[src/rtl/cps_pkg.sv]
package cps_pkg;

    typedef enum logic [3:0] {
        ST_IDLE,
        ST_HDR,
        ST_CHECK,
        ST_L_VAL,
        ST_L_ADR,
        ST_L_DEC,
        ST_XFER_GO,
        ST_XFER_WAIT,
        ST_WB
    } cps_state_e;

    // Header byte offsets
    localparam logic [3:0] HOFS_CTL   = 4'd2;
    localparam logic [3:0] HOFS_LEN   = 4'd3;
    localparam logic [3:0] HOFS_PRD0  = 4'd8;
    localparam logic [3:0] HOFS_PRD1  = 4'd9;
    localparam logic [3:0] HOFS_PRD2  = 4'd10;
    localparam logic [3:0] HOFS_PRD3  = 4'd11;
    localparam logic [3:0] HOFS_LAST  = 4'd11;
    localparam int         LIST_BASE  = 16;

    // Control flag bits
    localparam int CTL_VALID = 0;
    localparam int CTL_DATA  = 2;
    localparam int CTL_IEN   = 3;

    // Entry address byte bits
    localparam int ENT_SKIP = 5;
    localparam int ENT_END  = 7;

    // Response flag bits
    localparam int RSP_DONE   = 0;
    localparam int RSP_DEVERR = 3;

    localparam int PTR_W = 32;
    localparam int IDX_W = 10;

endpackage

[src/rtl/cps_hdr_capture.sv]
module cps_hdr_capture
    import cps_pkg::*;
#(
    parameter int MEM_AW = 8
) (
    input  logic              clk,
    input  logic              rst_n,
    input  logic              load,
    input  logic              active,
    input  logic [7:0]        rdata,
    output logic [MEM_AW-1:0] hdr_addr,
    output logic              hdr_done,
    output logic              ctl_valid,
    output logic              ctl_data,
    output logic              ctl_ien,
    output logic [7:0]        len,
    output logic [PTR_W-1:0]  prd
);

    logic [3:0] rd_ofs;
    logic [3:0] pend_ofs;
    logic       pend_vld;

    always_ff @(posedge clk or negedge rst_n) begin
        if (!rst_n) begin
            rd_ofs    <= '0;
            pend_ofs  <= '0;
            pend_vld  <= 1'b0;
            ctl_valid <= 1'b0;
            ctl_data  <= 1'b0;
            ctl_ien   <= 1'b0;
            len       <= '0;
            prd       <= '0;
        end else begin
            if (load) begin
                rd_ofs   <= HOFS_CTL;
                pend_vld <= 1'b0;
            end else if (active && (rd_ofs <= HOFS_LAST)) begin
                pend_ofs <= rd_ofs;
                pend_vld <= 1'b1;
                rd_ofs   <= rd_ofs + 4'd1;
            end else begin
                pend_vld <= 1'b0;
            end

            if (pend_vld) begin
                unique case (pend_ofs)
                    HOFS_CTL: begin
                        ctl_valid <= rdata[CTL_VALID];
                        ctl_data  <= rdata[CTL_DATA];
                        ctl_ien   <= rdata[CTL_IEN];
                    end
                    HOFS_LEN:  len         <= rdata;
                    HOFS_PRD0: prd[7:0]    <= rdata;
                    HOFS_PRD1: prd[15:8]   <= rdata;
                    HOFS_PRD2: prd[23:16]  <= rdata;
                    HOFS_PRD3: prd[31:24]  <= rdata;
                    default: ;
                endcase
            end
        end
    end

    assign hdr_addr = MEM_AW'(rd_ofs);
    assign hdr_done = active && (rd_ofs == HOFS_LAST + 4'd1);

endmodule

[src/rtl/cps_entry_walk.sv]
module cps_entry_walk
    import cps_pkg::*;
#(
    parameter int MEM_AW = 8
) (
    input  logic              clk,
    input  logic              rst_n,
    input  logic              clear,
    input  logic              advance,
    input  logic              walking,
    input  logic [7:0]        len,
    output logic [MEM_AW-1:0] val_addr,
    output logic [MEM_AW-1:0] adr_addr,
    output logic              last_ent,
    output logic              list_empty
);

    logic [IDX_W-1:0] ent_idx;
    logic [IDX_W-1:0] ent_bound;

    always_ff @(posedge clk or negedge rst_n) begin
        if (!rst_n) begin
            ent_idx <= '0;
        end else if (clear) begin
            ent_idx <= '0;
        end else if (advance) begin
            ent_idx <= ent_idx + IDX_W'(1);
        end
    end

    assign ent_bound  = {len, 2'b00};
    assign list_empty = (len == 8'd0);
    assign last_ent   = (ent_idx + IDX_W'(1)) == ent_bound;
    assign val_addr   = MEM_AW'(LIST_BASE) + MEM_AW'({ent_idx, 1'b0});
    assign adr_addr   = val_addr + MEM_AW'(1);

    AST_ENTRY_BOUND: assert property (@(posedge clk) disable iff (!rst_n)
        walking |-> (ent_idx < ent_bound));

endmodule

[src/rtl/cps_ctrl.sv]
module cps_ctrl
    import cps_pkg::*;
#(
    parameter int MEM_AW = 8
) (
    input  logic              clk,
    input  logic              rst_n,
    input  logic              start,
    input  logic              hdr_done,
    input  logic              ctl_valid,
    input  logic              ctl_data,
    input  logic              ctl_ien,
    input  logic              list_empty,
    input  logic              last_ent,
    input  logic [MEM_AW-1:0] hdr_addr,
    input  logic [MEM_AW-1:0] val_addr,
    input  logic [MEM_AW-1:0] adr_addr,
    input  logic [7:0]        mem_rdata,
    input  logic              xfer_done,
    input  logic              xfer_err,
    output logic              accept,
    output logic              hdr_active,
    output logic              advance,
    output logic              walking,
    output logic [MEM_AW-1:0] mem_addr,
    output logic              mem_we,
    output logic [7:0]        mem_wdata,
    output logic              tf_we,
    output logic [4:0]        tf_addr,
    output logic [7:0]        tf_data,
    output logic              xfer_start,
    output logic              pkt_reject,
    output logic              cmd_irq
);

    cps_state_e state, state_nx;
    logic [7:0] val_q;
    logic       err_q;
    logic       list_stop;
    cps_state_e post_list;

    assign list_stop = mem_rdata[ENT_END] || last_ent;
    assign post_list = ctl_data ? ST_XFER_GO : ST_WB;

    // State register
    always_ff @(posedge clk or negedge rst_n) begin
        if (!rst_n) state <= ST_IDLE;
        else        state <= state_nx;
    end

    // Next state
    always_comb begin
        state_nx = state;
        unique case (state)
            ST_IDLE:      if (start) state_nx = ST_HDR;
            ST_HDR:       if (hdr_done) state_nx = ST_CHECK;
            ST_CHECK: begin
                if (!ctl_valid)      state_nx = ST_IDLE;
                else if (list_empty) state_nx = post_list;
                else                 state_nx = ST_L_VAL;
            end
            ST_L_VAL:     state_nx = ST_L_ADR;
            ST_L_ADR:     state_nx = ST_L_DEC;
            ST_L_DEC:     state_nx = list_stop ? post_list : ST_L_VAL;
            ST_XFER_GO:   state_nx = ST_XFER_WAIT;
            ST_XFER_WAIT: if (xfer_done) state_nx = ST_WB;
            ST_WB:        state_nx = ST_IDLE;
            default:      state_nx = ST_IDLE;
        endcase
    end

    // Data registers
    always_ff @(posedge clk or negedge rst_n) begin
        if (!rst_n) begin
            val_q <= '0;
            err_q <= 1'b0;
        end else begin
            if (accept) err_q <= 1'b0;
            else if (state == ST_XFER_WAIT && xfer_done) err_q <= xfer_err;
            if (state == ST_L_ADR) val_q <= mem_rdata;
        end
    end

    // Outputs
    always_comb begin
        accept     = 1'b0;
        hdr_active = 1'b0;
        advance    = 1'b0;
        walking    = 1'b0;
        mem_addr   = '0;
        mem_we     = 1'b0;
        mem_wdata  = '0;
        tf_we      = 1'b0;
        tf_addr    = '0;
        tf_data    = '0;
        xfer_start = 1'b0;
        pkt_reject = 1'b0;
        cmd_irq    = 1'b0;
        unique case (state)
            ST_IDLE:  accept = start;
            ST_HDR: begin
                hdr_active = 1'b1;
                mem_addr   = hdr_addr;
            end
            ST_CHECK: pkt_reject = !ctl_valid;
            ST_L_VAL: begin
                walking  = 1'b1;
                mem_addr = val_addr;
            end
            ST_L_ADR: begin
                walking  = 1'b1;
                mem_addr = adr_addr;
            end
            ST_L_DEC: begin
                walking = 1'b1;
                tf_we   = !mem_rdata[ENT_SKIP];
                tf_addr = mem_rdata[4:0];
                tf_data = val_q;
                advance = !list_stop;
            end
            ST_XFER_GO:   xfer_start = 1'b1;
            ST_XFER_WAIT: ;
            ST_WB: begin
                mem_we                = 1'b1;
                mem_addr              = '0;
                mem_wdata[RSP_DONE]   = 1'b1;
                mem_wdata[RSP_DEVERR] = err_q;
                cmd_irq               = ctl_ien;
            end
            default: ;
        endcase
    end

    AST_TF_NEEDS_VALID: assert property (@(posedge clk) disable iff (!rst_n)
        tf_we |-> ctl_valid);
    AST_XFER_ONE_PULSE: assert property (@(posedge clk) disable iff (!rst_n)
        xfer_start |=> !xfer_start);
    AST_XFER_HAS_DATA: assert property (@(posedge clk) disable iff (!rst_n)
        xfer_start |-> ctl_data);
    AST_WB_AT_HEAD: assert property (@(posedge clk) disable iff (!rst_n)
        mem_we |-> (mem_addr == '0) && mem_wdata[RSP_DONE]);
    AST_IRQ_ON_WB: assert property (@(posedge clk) disable iff (!rst_n)
        cmd_irq |-> mem_we && ctl_ien);
    AST_WB_THEN_IDLE: assert property (@(posedge clk) disable iff (!rst_n)
        mem_we |=> !mem_we && !tf_we && !xfer_start);
    AST_REJECT_QUIET: assert property (@(posedge clk) disable iff (!rst_n)
        pkt_reject |=> !tf_we && !mem_we && !xfer_start);

endmodule

[src/rtl/cps_seq.sv]
module cps_seq
    import cps_pkg::*;
#(
    parameter int MEM_AW = 8
) (
    input  logic              clk,
    input  logic              rst_n,
    input  logic              start,
    output logic [MEM_AW-1:0] mem_addr,
    output logic              mem_we,
    output logic [7:0]        mem_wdata,
    input  logic [7:0]        mem_rdata,
    output logic              tf_we,
    output logic [4:0]        tf_addr,
    output logic [7:0]        tf_data,
    output logic              xfer_start,
    output logic [31:0]       prd_ptr,
    input  logic              xfer_done,
    input  logic              xfer_err,
    output logic              pkt_reject,
    output logic              cmd_irq
);

    logic              accept, hdr_active, advance, walking;
    logic              hdr_done, ctl_valid, ctl_data, ctl_ien;
    logic              last_ent, list_empty;
    logic [7:0]        len;
    logic [MEM_AW-1:0] hdr_addr, val_addr, adr_addr;

    cps_hdr_capture #(.MEM_AW(MEM_AW)) u_hdr (
        .clk       (clk),
        .rst_n     (rst_n),
        .load      (accept),
        .active    (hdr_active),
        .rdata     (mem_rdata),
        .hdr_addr  (hdr_addr),
        .hdr_done  (hdr_done),
        .ctl_valid (ctl_valid),
        .ctl_data  (ctl_data),
        .ctl_ien   (ctl_ien),
        .len       (len),
        .prd       (prd_ptr)
    );

    cps_entry_walk #(.MEM_AW(MEM_AW)) u_walk (
        .clk        (clk),
        .rst_n      (rst_n),
        .clear      (accept),
        .advance    (advance),
        .walking    (walking),
        .len        (len),
        .val_addr   (val_addr),
        .adr_addr   (adr_addr),
        .last_ent   (last_ent),
        .list_empty (list_empty)
    );

    cps_ctrl #(.MEM_AW(MEM_AW)) u_ctrl (
        .clk        (clk),
        .rst_n      (rst_n),
        .start      (start),
        .hdr_done   (hdr_done),
        .ctl_valid  (ctl_valid),
        .ctl_data   (ctl_data),
        .ctl_ien    (ctl_ien),
        .list_empty (list_empty),
        .last_ent   (last_ent),
        .hdr_addr   (hdr_addr),
        .val_addr   (val_addr),
        .adr_addr   (adr_addr),
        .mem_rdata  (mem_rdata),
        .xfer_done  (xfer_done),
        .xfer_err   (xfer_err),
        .accept     (accept),
        .hdr_active (hdr_active),
        .advance    (advance),
        .walking    (walking),
        .mem_addr   (mem_addr),
        .mem_we     (mem_we),
        .mem_wdata  (mem_wdata),
        .tf_we      (tf_we),
        .tf_addr    (tf_addr),
        .tf_data    (tf_data),
        .xfer_start (xfer_start),
        .pkt_reject (pkt_reject),
        .cmd_irq    (cmd_irq)
    );

endmodule

[config.mk]
export PLATFORM = sky130hd
export DESIGN_NAME = cps_seq
export DESIGN_NICKNAME = d
export VERILOG_FILES = /design/src/rtl/cps_pkg.sv /design/src/rtl/cps_hdr_capture.sv /design/src/rtl/cps_entry_walk.sv /design/src/rtl/cps_ctrl.sv /design/src/rtl/cps_seq.sv
export SDC_FILE = /design/constraint.sdc
export NUM_CORES = 1
export LEC_CHECK = 0
export BUFFER_PORTS_ARGS = -buffer_cell sky130_fd_sc_hd__buf_2
export CELL_PAD_IN_SITES_DETAIL_PLACEMENT = 2
export CELL_PAD_IN_SITES_GLOBAL_PLACEMENT = 2
export CORE_AREA = 2 2 106 108
export DETAILED_ROUTE_END_ITERATION = 7
export DIE_AREA = 0 0 108 110
export GPL_ROUTABILITY_DRIVEN = 0
export GPL_TIMING_DRIVEN = 0
export PLACE_DENSITY = 0.81
export SETUP_SLACK_MARGIN = 0.05
export SLEW_MARGIN = 20
export SYNTH_ARGS = -nofsm -noshare
export SYNTH_HDL_FRONTEND = slang
export SYNTH_HIERARCHICAL = 1
export SYNTH_SLANG_ARGS = --single-unit
[constraint.sdc]
create_clock -name clk -period 3.9 [get_ports clk]
set_input_delay 0.39 -clock clk [delete_from_list [all_inputs] [get_ports clk]]
set_output_delay 0.39 -clock clk [all_outputs]
set_load 0.1 [all_outputs]
==> results of run 1 <==
[worst max path at each step]
stage,startpoint,to,cells past startpoint
after floorplan,u_ctrl/state[1],xfer_start,2
after global placement,u_walk/ent_idx[1],u_walk/ent_idx[9],11
after detailed placement,u_walk/ent_idx[1],u_walk/ent_idx[9],11
after CTS,u_walk/ent_idx[0],u_walk/ent_idx[9],11
after global routing,u_walk/ent_idx[0],u_walk/ent_idx[9],11
final,u_walk/ent_idx[1],u_walk/ent_idx[9],11
[through the flow]
step	setup WS (ns)	utilization [%]	hold WS [ns]	cell area, um^2	cells
global placement	0.935	43.4	0.482	4650	572
detailed placement	0.842	43.7	0.359	4680	573
CTS	0.705	45.7	0.259	4880	590
finish	0.738	45.7	0.277	4880	590
global route	0.419	45.7	0.276	4880	590
floorplan	0.670	-	0.0944	4110	360
[area by class of cell]
| class | count | share of cell area [%] |
|---|---|---|
| multi-input combinational | 234 | 39.2 |
| sequential | 75 | 38.4 |
| timing repair buffer | 74 | 8.20 |
| buffer | 38 | 5.48 |
| clock buffer | 13 | 3.66 |
| tap | 140 | 3.59 |
| inverter | 13 | 0.999 |
| clock inverter | 3 | 0.410 |
[critical path: cells and delay by family (launching register included)]
family,cells,cell delay (ns)
AND/OR/NAND/NOR,6,1.41
buffers and inverters,1,0.41
adder cells (fa/ha/maj),1,0.26
flip-flops,1,0.44
AO/OA/AOI/OAI,3,0.57
[repair_timing]
item                       in CTS  in global routing
setup endpoints to repair       0                  0
hold endpoints to repair       28                  0
hold buffers                    1                  0
[flip-flops by register name, summed over array words and instances, names as in the netlist]
signal / cells
u_ctrl/state: 4
u_hdr/pend_vld: 1
u_hdr/ctl_valid: 1
u_hdr/ctl_data: 1
u_hdr/rd_ofs: 4
u_ctrl/err_q: 1
u_hdr/prd: 32
u_ctrl/val_q: 8
u_hdr/pend_ofs: 4
u_hdr/len: 8
u_hdr/ctl_ien: 1
u_walk/ent_idx: 10
[layer usage]
layer / track usage (%) / up-vias / part of all wire (%) / wire [um]
li1: - / 1384 / - / -
met5: 0 / - / 0 / 0
met4: 5.22 / 0 / 0.99 / 112
met2: 37.4 / 63 / 52 / 5870
met3: 5.17 / 11 / 5.0 / 574
met1: 25.3 / 1525 / 42 / 4810
==> results.py, run 1 <==
metrics = {
    "setup_path": {
        "worst_setup_path_end_kind": "register",
        "cp.required_ns": 4.18,
        "cp-start-kind": "register",
        "path_cells": "ha_1 -> nand3_1 -> nor2_1 -> nor2_1 -> o21ai_0 -> a2111oi_2 -> nor3b_1 -> clkbuf_1 -> nand2_1 -> or3_1 -> a21oi_1",
        "cpPeakStageDelay_ns": 0.44,
        "path_max_fanout": 9,
        "crit_top_cell": "nor2_1",
        "r2r-end": "u_walk/ent_idx[9]",
        "r2r-start": "u_walk/ent_idx[1]",
        "critPathSlowestCell": "dfrtp_1",
        "r2r_cells": 11,
        "rrSetupSlack_ns": 0.74,
        "critPathKind": "reg -> reg",
        "cp.arrival_ns": 3.44,
    },
    "route": {
        "drc": 0,
        "ant_nets": 0,
        "wl_per_cell_um": 19.3,
        "first_pass_iters": 4,
        "wl_um": 11400,
        "drt_iter0_drc": 111,
        "vias": 2983,
        "vias_per_cell": 5.06,
    },
    "yosys": {
        "postSynthCellCount": 352,
        "synth.avg_cell_area_um2": 11.6,
        "synth_area_mm2": 0.00408,
        "synth_warnings": 6,
    },
    "timing": {
        "maxSlewHeadroom_pct": 44.5,
        "fin_crit_sh_pct": 81.1,
        "min_period_ns": 3.16,
        "finalMaxSlewViolations": 0,
        "hold_viol_final": 0,
        "tns_ns": 0,
        "worstMarginPinSlew_ns": 0.827,
        "setup_viol": 0,
        "fmax_mhz": 316,
        "finClkSkew_ns": 0.00584,
        "rsz0062_at_grt": "no",
    },
    "final_layout": {
        "seq_area_mm2": 0.00188,
        "drive_above_1_share_pct": 43.1,
        "area_growth_pct": 19.7,
        "layout_commonest_cell": "buf_2",
        "multi_input_area_mm2": 0.00192,
        "antennaDiodeCount": 0,
        "fillers": 1134,
        "layout.nets": 462,
        "mostFrequentLayoutCells": "buf_2 (77), dfrtp_1 (75), mux2_2 (48), buf_4 (24), nor2_1 (21)",
    },
    "hold_path": {
        "min-delay-start": "xfer_done",
        "worst_hold_path_type": "in -> reg",
        "hold_path_depth": 2,
        "hold_path_end": "u_ctrl/state[1]",
    },
    "cts": {
        "cts_setup_buffers": 0,
        "clock_latency_ns": 0.35,
        "htreeDepth": 3,
        "cts_resized": 0,
        "numCtsBuffers": 9,
        "cts_tree": "done",
        "cts-root-buf": "clkbuf_8",
        "cts_buffer_depth": 2,
        "clkSinkCount": 75,
        "path_clk_slew_ns": 0.08,
    },
    "global_routing": {
        "grt_use_total_pct": 20.9,
        "grt_first_pass_wirelength_um": 18700,
        "grt_pass1_vias": 3351,
        "grt_overflow": 0,
        "antenna_found_initial": 0,
        "grt_max_degree": 48,
    },
    "die": {
        "rows": 38,
        "core_mm2": 0.0107,
        "die_h_um": 110,
        "die_area_mm2": 0.0119,
        "initial_core_util_pct": 38.1,
        "ios": 79,
        "die_x_um": 108,
    },
    "run": {
        "drv_cap": 0,
    },
    "place": {
        "dpl.hpwl_um": 8460,
        "portBuffers": 72,
    },
    "run_status": {
        "outcome": "completed",
    },
}
Power of run 1 is left out: the tool's default activity adds up to more than one toggle a clock period on the data nets, which glitch-free logic cannot reach.
==> inputs of run 2 (changes only) <==
Settings changed: CORE_AREA 2 2 106 108 to 2 2 115 117, DIE_AREA 0 0 108 110 to 0 0 117 119, PLACE_DENSITY 0.81 to 0.72.
Clock period 3.9 ns to 2.8 ns, I/O delays scaled along.
==> run 2 against run 1 <==
  * Die area rose by 17%
  * Non-clock buffer count rose by 2
  * Via count rose by 0.80%
  * Sequential cell count did not move
  * First-iteration DRC count fell by 34%
  * Routed wire length fell by 4.1%
  * Clock skew fell by 0.00094 ns
  * Cell area rose by 4.3%
  * Critical path depth fell by 1
  * Worst hold slack got worse by 0.10 ns
  * Global-route usage fell by 3.9 points
  * Sequential share of layout area fell by 1.5 points
==> results.py, run 2 (synthesis gave the netlist of run 1 again) <==
metrics = {
    "run_status": {
        "outcome": "completed",
    },
    "cts": {
        "cts-root-buf": "clkbuf_16",
        "clkSinkCount": 75,
        "cts_tree": "done",
        "cts_buffer_depth": 2,
        "clock_latency_ns": 0.34,
        "htreeDepth": 3,
        "path_clk_slew_ns": 0.06,
        "numCtsBuffers": 9,
    },
    "setup_path": {
        "cp.arrival_ns": 2.83,
        "critPathKind": "reg -> reg",
        "path_cells": "ha_2 -> and2_4 -> nand4_4 -> xnor2_1 -> a311o_1 -> a2111oi_4 -> or2_2 -> o21ai_0 -> a211oi_1 -> o21ai_1",
        "rrSetupSlack_ns": 0.18,
        "cp-start-kind": "register",
        "path_max_fanout": 7,
        "cp.required_ns": 3.01,
        "worst_setup_path_end_kind": "register",
        "r2r_cells": 10,
        "critPathSlowestCell": "dfrtp_2",
        "r2r-end": "u_ctrl/state[0]",
        "r2r-start": "u_walk/ent_idx[3]",
        "cpPeakStageDelay_ns": 0.45,
    },
    "global_routing": {
        "grt_max_degree": 53,
        "antenna_found_initial": 0,
        "grt_use_total_pct": 17.0,
        "grt_overflow": 0,
        "grt_first_pass_wirelength_um": 18100,
        "grt_pass1_vias": 3348,
    },
    "die": {
        "ios": 79,
        "die_h_um": 119,
        "die_area_mm2": 0.0139,
        "initial_core_util_pct": 31.7,
        "rows": 42,
        "core_mm2": 0.0129,
        "die_x_um": 117,
    },
    "route": {
        "drc": 0,
        "vias": 3007,
        "first_pass_iters": 5,
        "ant_nets": 0,
        "wl_per_cell_um": 17.4,
        "vias_per_cell": 4.79,
        "wl_um": 10900,
        "drt_iter0_drc": 73,
    },
    "hold_path": {
        "min-delay-start": "xfer_done",
        "hold_path_depth": 2,
        "worst_hold_path_type": "in -> reg",
        "hold_path_end": "u_ctrl/state[1]",
    },
    "timing": {
        "worstMarginPinSlew_ns": 0.871,
        "fmax_mhz": 381,
        "setup_viol": 0,
        "min_period_ns": 2.62,
        "whs_ns": 0.174,
        "maxSlewHeadroom_pct": 41.5,
        "finalMaxSlewViolations": 0,
        "finClkSkew_ns": 0.00490,
        "fin_crit_sh_pct": 93.7,
        "hold_viol_final": 0,
        "rsz0062_at_grt": "yes",
    },
    "final_layout": {
        "area_growth_pct": 24.8,
        "drive_above_1_share_pct": 44.9,
        "layout.nets": 464,
        "largest_reg_flops": 32,
        "fillers": 1366,
        "layout_commonest_cell": "buf_2",
        "top_regs": "u_hdr/prd x32, u_walk/ent_idx x10",
        "mostFrequentLayoutCells": "buf_2 (77), dfrtp_1 (73), mux2_2 (48), buf_4 (27), nor2_1 (20)",
        "antennaDiodeCount": 0,
        "largest_register": "u_hdr/prd",
    },
    "place": {
        "portBuffers": 72,
        "dpl.hpwl_um": 7830,
    },
    "run": {
        "drv_cap": 0,
    },
}
-- run 2: cell types whose count changed in the layout (fill, tap and decap cells not counted), sizes merged --
cell and delta:
clkbuf -4, buf +3, clkinv +2, bufinv +1
clkinvlp -1, inv +1
-- run 2: how the worst max path moves through the flow --
stage	slack, ns	start	end
2_1_floorplan	0.29	u_ctrl/state[2]	pkt_reject
3_3_place_gp	-0.20	u_walk/ent_idx[0]	u_walk/ent_idx[9]
3_5_place_dp	-0.29	u_walk/ent_idx[0]	u_walk/ent_idx[9]
4_1_cts	0.06	u_walk/ent_idx[0]	u_walk/ent_idx[9]
5_1_grt	0.03	u_walk/ent_idx[0]	u_walk/ent_idx[9]
6_report	0.18	u_walk/ent_idx[3]	u_ctrl/state[0]
-- run 2: repair_timing --
item / CTS / global route
gates resized for setup: 9 / 6
gates cloned: 0 / 0
setup buffers: 0 / 2
pin swaps: 1 / 0
setup endpoints to repair: 21 / 18
hold buffers: 1 / 0
hold endpoints to repair: 23 / 0
-- run 2: critical path: cells and delay by family, from the launching register on --
kind                     cells  cell delay (ns)
AO/OA/AOI/OAI                5             1.14
AND/OR/NAND/NOR              3             0.51
flip-flops                   1             0.45
adder cells (fa/ha/maj)      1             0.25
XOR/XNOR                     1             0.14
-- run 2: final cells by class --
type / instances / area, um^2 / share of cell area, %
clock inverters: 6 / 65.1 / 1.28
flip-flops and latches: 75 / 1880 / 36.9
inverters: 13 / 48.8 / 0.958
well taps: 176 / 220 / 4.32
plain buffers: 38 / 272 / 5.33
multi-input cells: 234 / 1960 / 38.6
repair buffers: 76 / 415 / 8.16
clock buffers: 10 / 229 / 4.50
-- run 2: metrics by stage --
step                instances  TNS, ns  area, um^2  utilization, %  setup WS [ns]
finish                    628        0        5090            39.6          0.177
global route              628        0        5090            39.6         0.0258
CTS                       626        0        5060            39.3         0.0649
detailed placement        609    -1.16        4730            36.7         -0.294
global placement          608   -0.434        4700            36.5         -0.196
floorplan                 360        0        4120               -          0.289
-- run 2: layer usage --
layer	global-route usage [%]	vias to the layer above	wire [um]
met2	28.9	63	5540
met1	20.8	1535	4640
li1	-	1396	-
met4	4.85	0	129
met5	0	-	0
met3	4.78	13	591
Power of run 2 is left out for the same reason.
==> inputs of run 3 (changes only) <==
Settings changed: BUFFER_PORTS_ARGS -buffer_cell sky130_fd_sc_hd__buf_2 to -buffer_cell sky130_fd_sc_hd__clkbuf_2.
==> run 3 against run 2 <==
  * Clock skew barely moved
  * Worst hold slack better by 0.014 ns
  * Utilization up 0.26 points
  * Register-to-register slack improved by 0.03 ns
  * First-iteration DRC count is 8.2% higher
  * Sequential share of layout area shrank 0.24 points
  * Global-route usage down 0.46 points
  * Sequential cell count did not move
  * Via count decreased by 0.50%
  * Fmax up 1.1%
==> results.py, run 3 (synthesis gave the netlist of run 1 again) <==
metrics = {
    "run": {
        "drv_cap": 0,
    },
    "cts": {
        "path_clk_slew_ns": 0.06,
        "cts_tree": "done",
        "htreeDepth": 3,
        "clkSinkCount": 75,
        "clock_latency_ns": 0.33,
        "cts-root-buf": "clkbuf_16",
        "cts_buffer_depth": 2,
        "numCtsBuffers": 9,
    },
    "timing": {
        "rsz0062_at_grt": "no",
        "fin_crit_sh_pct": 92.6,
        "worstMarginPinSlew_ns": 0.754,
        "finClkSkew_ns": 0.00517,
        "min_period_ns": 2.59,
        "hold_viol_final": 0,
        "maxSlewHeadroom_pct": 49.3,
        "fmax_mhz": 386,
        "setup_viol": 0,
        "whs_ns": 0.189,
        "setup_ws_ns": 0.206,
        "finalMaxSlewViolations": 0,
    },
    "die": {
        "initial_core_util_pct": 31.7,
        "rows": 42,
        "core_mm2": 0.0129,
        "die_h_um": 119,
        "die_area_mm2": 0.0139,
        "die_x_um": 117,
        "ios": 79,
    },
    "final_layout": {
        "seq_area_mm2": 0.00188,
        "layout.nets": 465,
        "fillers": 1368,
        "multi_input_area_mm2": 0.00197,
        "area_growth_pct": 25.7,
        "mostFrequentLayoutCells": "dfrtp_1 (73), clkbuf_2 (68), mux2_2 (48), buf_4 (27), nor2_1 (20)",
        "antennaDiodeCount": 0,
        "final_util_pct": 39.8,
        "drive_above_1_share_pct": 45.4,
        "layout_commonest_cell": "dfrtp_1",
        "largest_reg_flops": 32,
        "top_regs": "u_hdr/prd x32, u_walk/ent_idx x10",
        "largest_register": "u_hdr/prd",
    },
    "setup_path": {
        "cp.required_ns": 3.00,
        "critPathKind": "reg -> reg",
        "critPathSlowestCell": "dfrtp_2",
        "cp-start-kind": "register",
        "path_max_fanout": 9,
        "path_cells": "ha_2 -> and2_4 -> nand4_4 -> xnor2_1 -> a311o_1 -> a2111oi_4 -> nor3b_2 -> buf_4 -> nand4_1 -> xor2_1 -> nor2_1",
        "cpPeakStageDelay_ns": 0.43,
        "worst_setup_path_end_kind": "register",
        "cp.arrival_ns": 2.80,
    },
    "route": {
        "drt_iter0_drc": 79,
        "first_pass_iters": 4,
        "wl_um": 10700,
        "ant_nets": 0,
        "drc": 0,
        "wl_per_cell_um": 17.1,
        "vias": 2992,
        "vias_per_cell": 4.76,
    },
    "hold_path": {
        "worst_hold_path_type": "in -> reg",
    },
    "place": {
        "portBuffers": 72,
        "dpl.hpwl_um": 7770,
        "dp_slack_ns": -0.314,
    },
    "global_routing": {
        "grt_overflow": 0,
        "grt_use_total_pct": 16.5,
        "antenna_found_initial": 0,
        "grt_max_degree": 52,
        "grt_first_pass_wirelength_um": 17700,
        "grt_pass1_vias": 3306,
    },
    "run_status": {
        "outcome": "completed",
    },
}
-- run 3: cell types whose count changed in the layout (fill, tap and decap cells not counted), sizes merged --
cell	before	now
bufinv	1	2
inv	14	13
clkbuf	14	81
clkinv	3	1
clkinvlp	1	3
buf	109	42
-- run 3: cell type report --
class                      instances  area share [%]
buffer                            38            5.30
clock buffer                       9            4.39
clock inverter                     6            1.78
inverter                          13           0.952
multi-input combinational        234            38.4
sequential                        75            36.7
tap                              176            4.29
timing repair buffer              77            8.25
-- run 3: repair_timing --
action	4_1_cts	5_1_grt
setup endpoints to repair	20	23
hold buffers	1	0
buffers inserted	0	3
hold endpoints to repair	24	0
pin swaps	0	1
resized for setup	8	11
-- run 3: worst paths after layout --
| check | from | to | slack (ns) | cells past startpoint |
|---|---|---|---|---|
| max | u_walk/ent_idx[4] | u_walk/ent_idx[7] | 0.21 | 11 |
| min | xfer_done | u_ctrl/state[1] | 0.19 | 2 |
| max reg2reg | u_walk/ent_idx[4] | u_walk/ent_idx[7] | 0.21 | 11 |
| min reg2reg | u_ctrl/val_q[2] | u_ctrl/val_q[2] | 0.50 | 1 |
| max in group asynchronous | rst_n | u_walk/ent_idx[3] | 1.77 | 3 |
| min in group asynchronous | rst_n | u_hdr/prd[18] | 0.44 | 2 |
-- run 3: routing by layer --
| layer | up-vias | GRT usage, % | share of wire [%] |
|---|---|---|---|
| met1 | 1537 | 21.6 | 44 |
| met2 | 60 | 27.0 | 50 |
| li1 | 1388 | - | - |
| met4 | 0 | 4.63 | 1.0 |
| met5 | - | 0 | 0 |
| met3 | 7 | 4.17 | 4.9 |
-- run 3: stage by stage --
step | instances | instance area (um^2) | TNS [ns]
global placement | 608 | 4700 | -0.447
floorplan | 360 | 4120 | 0
finish | 628 | 5130 | 0
global route | 628 | 5130 | 0
detailed placement | 609 | 4730 | -1.12
CTS | 625 | 5070 | 0
-- run 3: critical path, delay by kind of cell (launching register included) --
kind / cells / cell delay (ns)
AND/OR/NAND/NOR: 5 / 0.57
AO/OA/AOI/OAI: 2 / 0.73
XOR/XNOR: 2 / 0.30
buffers and inverters: 1 / 0.19
adder cells (fa/ha/maj): 1 / 0.25
flip-flops: 1 / 0.43
Power of run 3 is left out for the same reason.
